File: src/rtl/alu16_pkg.sv
package alu16_pkg;

  typedef enum logic [3:0] {
    OP_ADD  = 4'd0,
    OP_ADDC = 4'd1,
    OP_SUB  = 4'd2,
    OP_SUBC = 4'd3,
    OP_CMP  = 4'd4,
    OP_DADD = 4'd5,
    OP_AND  = 4'd6,
    OP_BIC  = 4'd7,
    OP_BIS  = 4'd8,
    OP_BIT  = 4'd9,
    OP_XOR  = 4'd10,
    OP_RRA  = 4'd11,
    OP_RRC  = 4'd12,
    OP_SWPB = 4'd13,
    OP_SXT  = 4'd14,
    OP_NONE = 4'd15
  } aluOp_e;

  typedef enum logic [1:0] {
    CIN_ZERO,
    CIN_ONE,
    CIN_FLAG
  } carrySel_e;

  typedef enum logic [2:0] {
    RES_ADDER,
    RES_BCD,
    RES_LOGIC,
    RES_SHIFT,
    RES_SWAP,
    RES_SEXT,
    RES_ZERO
  } resSel_e;

  typedef enum logic [1:0] {
    LOG_AND,
    LOG_BIC,
    LOG_OR,
    LOG_XOR
  } logicSel_e;

  typedef enum logic [2:0] {
    FLG_ARITH,
    FLG_BCD,
    FLG_LOGIC,
    FLG_SHIFT,
    FLG_NONE
  } flagSel_e;

  // strobes from the control decode to the datapath
  typedef struct packed {
    logic      invertSrc;
    carrySel_e carrySel;
    resSel_e   resSel;
    logicSel_e logicSel;
    logic      rotateIn;
    logic      byteOp;
    flagSel_e  flagSel;
  } aluCtrl_t;

endpackage

File: src/rtl/alu16_bcd.sv
module alu16_bcd #(
  parameter int DIGITS      = 4,
  parameter int BYTE_DIGITS = 2
) (
  input  logic [4*DIGITS-1:0] aIn,
  input  logic [4*DIGITS-1:0] bIn,
  input  logic                cIn,
  output logic [4*DIGITS-1:0] sumOut,
  output logic                byteCarry,
  output logic                wordCarry
);

  logic [DIGITS:0] chain;
  assign chain[0] = cIn;

  for (genvar d = 0; d < DIGITS; d++) begin : g_digit
    logic [4:0] rawSum;
    logic       adjust;
    assign rawSum = {1'b0, aIn[4*d +: 4]} + {1'b0, bIn[4*d +: 4]} + {4'd0, chain[d]};
    // a digit above nine wraps by adding six and passes a decimal carry on
    assign adjust = (rawSum > 5'd9);
    assign sumOut[4*d +: 4] = adjust ? (rawSum[3:0] + 4'd6) : rawSum[3:0];
    assign chain[d+1] = adjust;
  end

  assign byteCarry = chain[BYTE_DIGITS];
  assign wordCarry = chain[DIGITS];

endmodule

File: src/rtl/alu16_ctrl.sv
module alu16_ctrl
  import alu16_pkg::*;
(
  input  aluOp_e   opSel,
  input  logic     byteMode,
  output aluCtrl_t ctrlBus,
  output logic     noWrite
);

  always_comb begin
    ctrlBus.invertSrc = 1'b0;
    ctrlBus.carrySel  = CIN_ZERO;
    ctrlBus.resSel    = RES_ZERO;
    ctrlBus.logicSel  = LOG_AND;
    ctrlBus.rotateIn  = 1'b0;
    ctrlBus.byteOp    = byteMode;
    ctrlBus.flagSel   = FLG_NONE;
    noWrite           = 1'b0;
    unique case (opSel)
      OP_ADD: begin
        ctrlBus.resSel  = RES_ADDER;
        ctrlBus.flagSel = FLG_ARITH;
      end
      OP_ADDC: begin
        ctrlBus.resSel   = RES_ADDER;
        ctrlBus.carrySel = CIN_FLAG;
        ctrlBus.flagSel  = FLG_ARITH;
      end
      OP_SUB, OP_CMP: begin
        ctrlBus.resSel    = RES_ADDER;
        ctrlBus.invertSrc = 1'b1;
        ctrlBus.carrySel  = CIN_ONE;
        ctrlBus.flagSel   = FLG_ARITH;
        noWrite           = (opSel == OP_CMP);
      end
      OP_SUBC: begin
        ctrlBus.resSel    = RES_ADDER;
        ctrlBus.invertSrc = 1'b1;
        ctrlBus.carrySel  = CIN_FLAG;
        ctrlBus.flagSel   = FLG_ARITH;
      end
      OP_DADD: begin
        ctrlBus.resSel  = RES_BCD;
        ctrlBus.flagSel = FLG_BCD;
      end
      OP_AND, OP_BIT: begin
        ctrlBus.resSel   = RES_LOGIC;
        ctrlBus.logicSel = LOG_AND;
        ctrlBus.flagSel  = FLG_LOGIC;
        noWrite          = (opSel == OP_BIT);
      end
      OP_BIC: begin
        ctrlBus.resSel   = RES_LOGIC;
        ctrlBus.logicSel = LOG_BIC;
        ctrlBus.flagSel  = FLG_LOGIC;
      end
      OP_BIS: begin
        ctrlBus.resSel   = RES_LOGIC;
        ctrlBus.logicSel = LOG_OR;
        ctrlBus.flagSel  = FLG_LOGIC;
      end
      OP_XOR: begin
        ctrlBus.resSel   = RES_LOGIC;
        ctrlBus.logicSel = LOG_XOR;
        ctrlBus.flagSel  = FLG_LOGIC;
      end
      OP_RRA: begin
        ctrlBus.resSel  = RES_SHIFT;
        ctrlBus.flagSel = FLG_SHIFT;
      end
      OP_RRC: begin
        ctrlBus.resSel   = RES_SHIFT;
        ctrlBus.rotateIn = 1'b1;
        ctrlBus.flagSel  = FLG_SHIFT;
      end
      OP_SWPB: begin
        ctrlBus.resSel  = RES_SWAP;
        ctrlBus.byteOp  = 1'b0;
        ctrlBus.flagSel = FLG_LOGIC;
      end
      OP_SXT: begin
        ctrlBus.resSel  = RES_SEXT;
        ctrlBus.byteOp  = 1'b0;
        ctrlBus.flagSel = FLG_LOGIC;
      end
      default: begin
        ctrlBus.byteOp = 1'b0;
        noWrite        = 1'b1;
      end
    endcase
  end

endmodule

File: src/rtl/alu16_datapath.sv
module alu16_datapath
  import alu16_pkg::*;
#(
  parameter int DATA_W = 16
) (
  input  logic [DATA_W-1:0] srcOp,
  input  logic [DATA_W-1:0] dstOp,
  input  logic              carryIn,
  input  aluCtrl_t          ctrl,
  output logic [DATA_W-1:0] result,
  output logic              flagN,
  output logic              flagZ,
  output logic              flagC,
  output logic              flagV
);

  localparam int BYTE_W = DATA_W / 2;
  localparam int DIGITS = DATA_W / 4;

  logic [DATA_W-1:0] srcEff;
  logic              cinEff;
  logic [DATA_W:0]   wordSum;
  logic [BYTE_W:0]   byteSum;
  logic [DATA_W-1:0] bcdSum;
  logic              bcdByteCarry;
  logic              bcdWordCarry;
  logic [DATA_W-1:0] logicRes;
  logic [DATA_W-1:0] shiftRes;
  logic              shiftMsbIn;
  logic [DATA_W-1:0] rawRes;
  logic              resMsb;
  logic              srcMsb;
  logic              dstMsb;
  logic              addCarry;

  // binary adder shared by add, subtract and compare
  assign srcEff  = ctrl.invertSrc ? ~srcOp : srcOp;

  always_comb begin
    unique case (ctrl.carrySel)
      CIN_ONE:  cinEff = 1'b1;
      CIN_FLAG: cinEff = carryIn;
      default:  cinEff = 1'b0;
    endcase
  end

  assign wordSum = {1'b0, dstOp} + {1'b0, srcEff} + {{DATA_W{1'b0}}, cinEff};
  assign byteSum = {1'b0, dstOp[BYTE_W-1:0]} + {1'b0, srcEff[BYTE_W-1:0]}
                 + {{BYTE_W{1'b0}}, cinEff};

  alu16_bcd #(
    .DIGITS      (DIGITS),
    .BYTE_DIGITS (BYTE_W / 4)
  ) bcd_i (
    .aIn       (srcOp),
    .bIn       (dstOp),
    .cIn       (carryIn),
    .sumOut    (bcdSum),
    .byteCarry (bcdByteCarry),
    .wordCarry (bcdWordCarry)
  );

  always_comb begin
    unique case (ctrl.logicSel)
      LOG_BIC: logicRes = ~srcOp & dstOp;
      LOG_OR:  logicRes = srcOp | dstOp;
      LOG_XOR: logicRes = srcOp ^ dstOp;
      default: logicRes = srcOp & dstOp;
    endcase
  end

  // right shift: rotate feeds the status carry, arithmetic keeps the sign bit
  always_comb begin
    if (ctrl.byteOp) begin
      shiftMsbIn = ctrl.rotateIn ? carryIn : dstOp[BYTE_W-1];
      shiftRes   = {{BYTE_W{1'b0}}, shiftMsbIn, dstOp[BYTE_W-1:1]};
    end else begin
      shiftMsbIn = ctrl.rotateIn ? carryIn : dstOp[DATA_W-1];
      shiftRes   = {shiftMsbIn, dstOp[DATA_W-1:1]};
    end
  end

  always_comb begin
    unique case (ctrl.resSel)
      RES_ADDER: rawRes = wordSum[DATA_W-1:0];
      RES_BCD:   rawRes = bcdSum;
      RES_LOGIC: rawRes = logicRes;
      RES_SHIFT: rawRes = shiftRes;
      RES_SWAP:  rawRes = {dstOp[BYTE_W-1:0], dstOp[DATA_W-1:BYTE_W]};
      RES_SEXT:  rawRes = {{BYTE_W{dstOp[BYTE_W-1]}}, dstOp[BYTE_W-1:0]};
      default:   rawRes = '0;
    endcase
    if (ctrl.byteOp) begin
      result = {{BYTE_W{1'b0}}, rawRes[BYTE_W-1:0]};
    end else begin
      result = rawRes;
    end
  end

  assign resMsb   = ctrl.byteOp ? result[BYTE_W-1] : result[DATA_W-1];
  assign srcMsb   = ctrl.byteOp ? srcEff[BYTE_W-1] : srcEff[DATA_W-1];
  assign dstMsb   = ctrl.byteOp ? dstOp[BYTE_W-1]  : dstOp[DATA_W-1];
  assign addCarry = ctrl.byteOp ? byteSum[BYTE_W]  : wordSum[DATA_W];

  always_comb begin
    flagN = resMsb;
    flagZ = (result == '0);
    flagC = 1'b0;
    flagV = 1'b0;
    unique case (ctrl.flagSel)
      FLG_ARITH: begin
        flagC = addCarry;
        flagV = (srcMsb == dstMsb) && (resMsb != dstMsb);
      end
      FLG_BCD:   flagC = ctrl.byteOp ? bcdByteCarry : bcdWordCarry;
      FLG_LOGIC: flagC = (result != '0);
      FLG_SHIFT: flagC = dstOp[0];
      default: begin
        flagN = 1'b0;
        flagZ = 1'b0;
      end
    endcase
  end

endmodule

File: src/rtl/alu16_core.sv
module alu16_core
  import alu16_pkg::*;
#(
  parameter int DATA_W = 16
) (
  input  logic [DATA_W-1:0] srcOp,
  input  logic [DATA_W-1:0] dstOp,
  input  logic              carryIn,
  input  logic [3:0]        opCode,
  input  logic              byteMode,
  output logic [DATA_W-1:0] result,
  output logic              flagN,
  output logic              flagZ,
  output logic              flagC,
  output logic              flagV,
  output logic              noWriteback
);

  aluOp_e   opSel;
  aluCtrl_t ctrlBus;

  assign opSel = aluOp_e'(opCode);

  alu16_ctrl ctrl_i (
    .opSel    (opSel),
    .byteMode (byteMode),
    .ctrlBus  (ctrlBus),
    .noWrite  (noWriteback)
  );

  alu16_datapath #(
    .DATA_W (DATA_W)
  ) dp_i (
    .srcOp   (srcOp),
    .dstOp   (dstOp),
    .carryIn (carryIn),
    .ctrl    (ctrlBus),
    .result  (result),
    .flagN   (flagN),
    .flagZ   (flagZ),
    .flagC   (flagC),
    .flagV   (flagV)
  );

endmodule

File: config.mk
export PLATFORM = sky130hd
export DESIGN_NAME = alu16_core
export DESIGN_NICKNAME = d
export VERILOG_FILES = /design/src/rtl/alu16_pkg.sv /design/src/rtl/alu16_bcd.sv /design/src/rtl/alu16_ctrl.sv /design/src/rtl/alu16_datapath.sv /design/src/rtl/alu16_core.sv
export SDC_FILE = /design/constraint.sdc
export NUM_CORES = 1
export LEC_CHECK = 0
export ABC_AREA = 1
export ABC_CLOCK_PERIOD_IN_PS = 13700
export CAP_MARGIN = 40
export CORE_UTILIZATION = 38
export DETAILED_ROUTE_END_ITERATION = 16
export GPL_TIMING_DRIVEN = 0
export SLEW_MARGIN = 20
export SYNTH_ARGS = -nofsm -noshare
export SYNTH_HDL_FRONTEND = slang
export SYNTH_SLANG_ARGS = --single-unit
File: constraint.sdc
create_clock -name vclk -period 13.7
set_input_delay 3.425 -clock vclk [all_inputs]
set_output_delay 3.425 -clock vclk [all_outputs]
set_load 0.005 [all_outputs]
==> results.ini <==
[synth]
yosys-mux-area-fraction=0
synth_top_family_by_area=simple AND/OR/NAND/NOR gates
yosysSeqAreaShare=0
synthSimpleGateAreaFrac=0.528
ys_types=35
synth-compound-area-share=0.0857
synth-xor-area-share=0.0381
syn-cell-area_um2=4360
syn-num-nets=964
synth_fa_ha_area_frac=0.189
synthTopCellsByArea=nand2_1 25%, ha_1 14%, nand3_1 14%, inv_1 13%, nor2_1 8.5%
synth_top_area_share=0.254
avgSynthCellArea_um2=5.04
ys_warn_count=0
synth_area_leader_cell=nand2_1
syn_inst=866

[setup_path]
cp_max_fo=3
startpoint_type=input port
crit_required_ps=10270
cpMostUsedCell=buf_4
crit_type=in -> out
end_kind=output pin
worstPathArrival_ps=10120
cp_slowest_stage_delay_ps=600
critical-path-slowest-cell=fa_2

[cells_and_area]
seq_area_um2=0
areaGrowthSynthToFinish_pct=26.0
fin_cells=1093
final_common_cell=nand2_1
num-clock-buffers=0
nNetsFinal=1053
drive_above_1_share=0.126
antenna_cells=0
seq_cell_count=0
layout_common_cells=279 x nand2_1, 140 x inv_1, 120 x nand3_1

[grt]
grt_pass1_wl_um=25700
grtUsageMet3=0.0149
use_met1=0.384
gr-usage-all-layers=0.277
grt_antenna_before_repair=0
first_global_vias=5083
grtUsageMet2=0.468
overflow=0
grt_start_max_net_pins=11
busiest_layer=met2

[power_and_ir_drop]
p_leak_uw=0.00339
power.total_uw=312
ir_drop_v=0.0000216
power.density_nw_per_um2=56.8

[place]
hpwl_um=12900
gp_congestion=0.957
numPlacedInstances=1065
port_buffers=59

[timing]
period_needed_ps=13540
rsz0062_at_grt=true
worstMarginPinSlew_ps=867
finalMaxSlewViolations=0
hold_viol=0
finalCritPeriodShare=0.988
slew_headroom=0.420
finalSetupViolCount=0
max_freq_mhz=73.8

[floorplan]
rows=38
die-area_um2=11900
die_h_um=109
core_region_area_um2=11000
ioPinCount=59
die_x_um=109
start_util=0.396

[route]
firstDrtPassIters=8
via_per_inst=5.09
wirelength_um=16200
wl_per_cell_um=14.8
drc_errors=0
vias=5567
drt_iter0_drc=435
ant_nets=0

[hold_path]
min-delay-path-class=in -> out
hold_path_end=flagC
min_path_cells=4
min-delay-start=dstOp[0]

[cts]
postCtsHoldBufs=0

[run]
drv_cap=0

[status]
status=finished, final reports clean

repair_timing:
item | 4_1_cts | 5_1_grt
pin swaps | 18 | 23
resized for setup | 51 | 34
buffers inserted | 23 | 5
setup endpoints to repair | 8 | 10
metrics by stage:
| step | setup TNS [ps] | hold WS, ps | setup WS, ps | area, um^2 | utilization |
|---|---|---|---|---|---|
| floorplan | 0 | 6960 | 533 | 4360 | - |
| global placement | -8550 | 8010 | -1440 | 5130 | 0.465 |
| detailed placement | -8980 | 8020 | -1510 | 5130 | 0.465 |
| CTS | 0 | 7430 | 2.38 | 5380 | 0.488 |
| global route | -172 | 7330 | -87.3 | 5500 | 0.498 |
| finish | 0 | 7310 | 159 | 5500 | 0.498 |
cells by family after synthesis:
group                    after synthesis
adder cells (fa/ha/maj)               60
AND/OR/NAND/NOR                      546
XOR/XNOR                              19
buffers and inverters                177
AO/OA/AOI/OAI                         64
cells in the mapped netlist (all sizes together) (2+ instances only):
cell type and number:
nand2 298, nand4 9, o211ai 10, nor3 3
inv 161, clkbuf 3, buf 13, o21ai 28
or2 2, nand3b 2, nor2 106, and3 2
a21oi 17, o21bai 4, nand3 124, xor2 18
ha 50, a21boi 2, fa 10
worst max-delay path by stage:
stage                  to  depth (start not counted)  slack [ps]  startpoint
global placement    flagZ                         46       -1440    dstOp[0]
CTS                 flagC                         47           2    srcOp[0]
floorplan           flagC                         45         530    srcOp[0]
finish              flagC                         47         160    srcOp[0]
global route        flagC                         47         -90    srcOp[0]
detailed placement  flagZ                         46       -1510    dstOp[0]
final cells by class:
cell class	instances	area [um^2]
inverters	161	604
repair buffers	87	797
well taps	140	175
plain buffers	16	88.8
multi-input cells	689	3830
fillers	1247	5540
routing by layer:
layer / vias up / wire (um)
met2: 189 / 7400
met5: - / 0
met3: 33 / 1040
met1: 2463 / 7440
li1: 2882 / -
met4: 0 / 350
critical path, delay by kind of cell:
family / cells / cell delay [ps]
and+or+nand+nor: 16 / 1400
adders and majority gates: 6 / 2680
AOI/OAI and AO/OA: 3 / 250
buffers and inverters: 22 / 2400
report_power, final:
part           switching (uW)  leakage (uW)  total, uW  internal (uW)
registers                   0             0          0              0
logic                     183       0.00339        312            130
clock network               0             0          0              0
total                     183       0.00339        312            130
(Power assumes the default switching activity.)
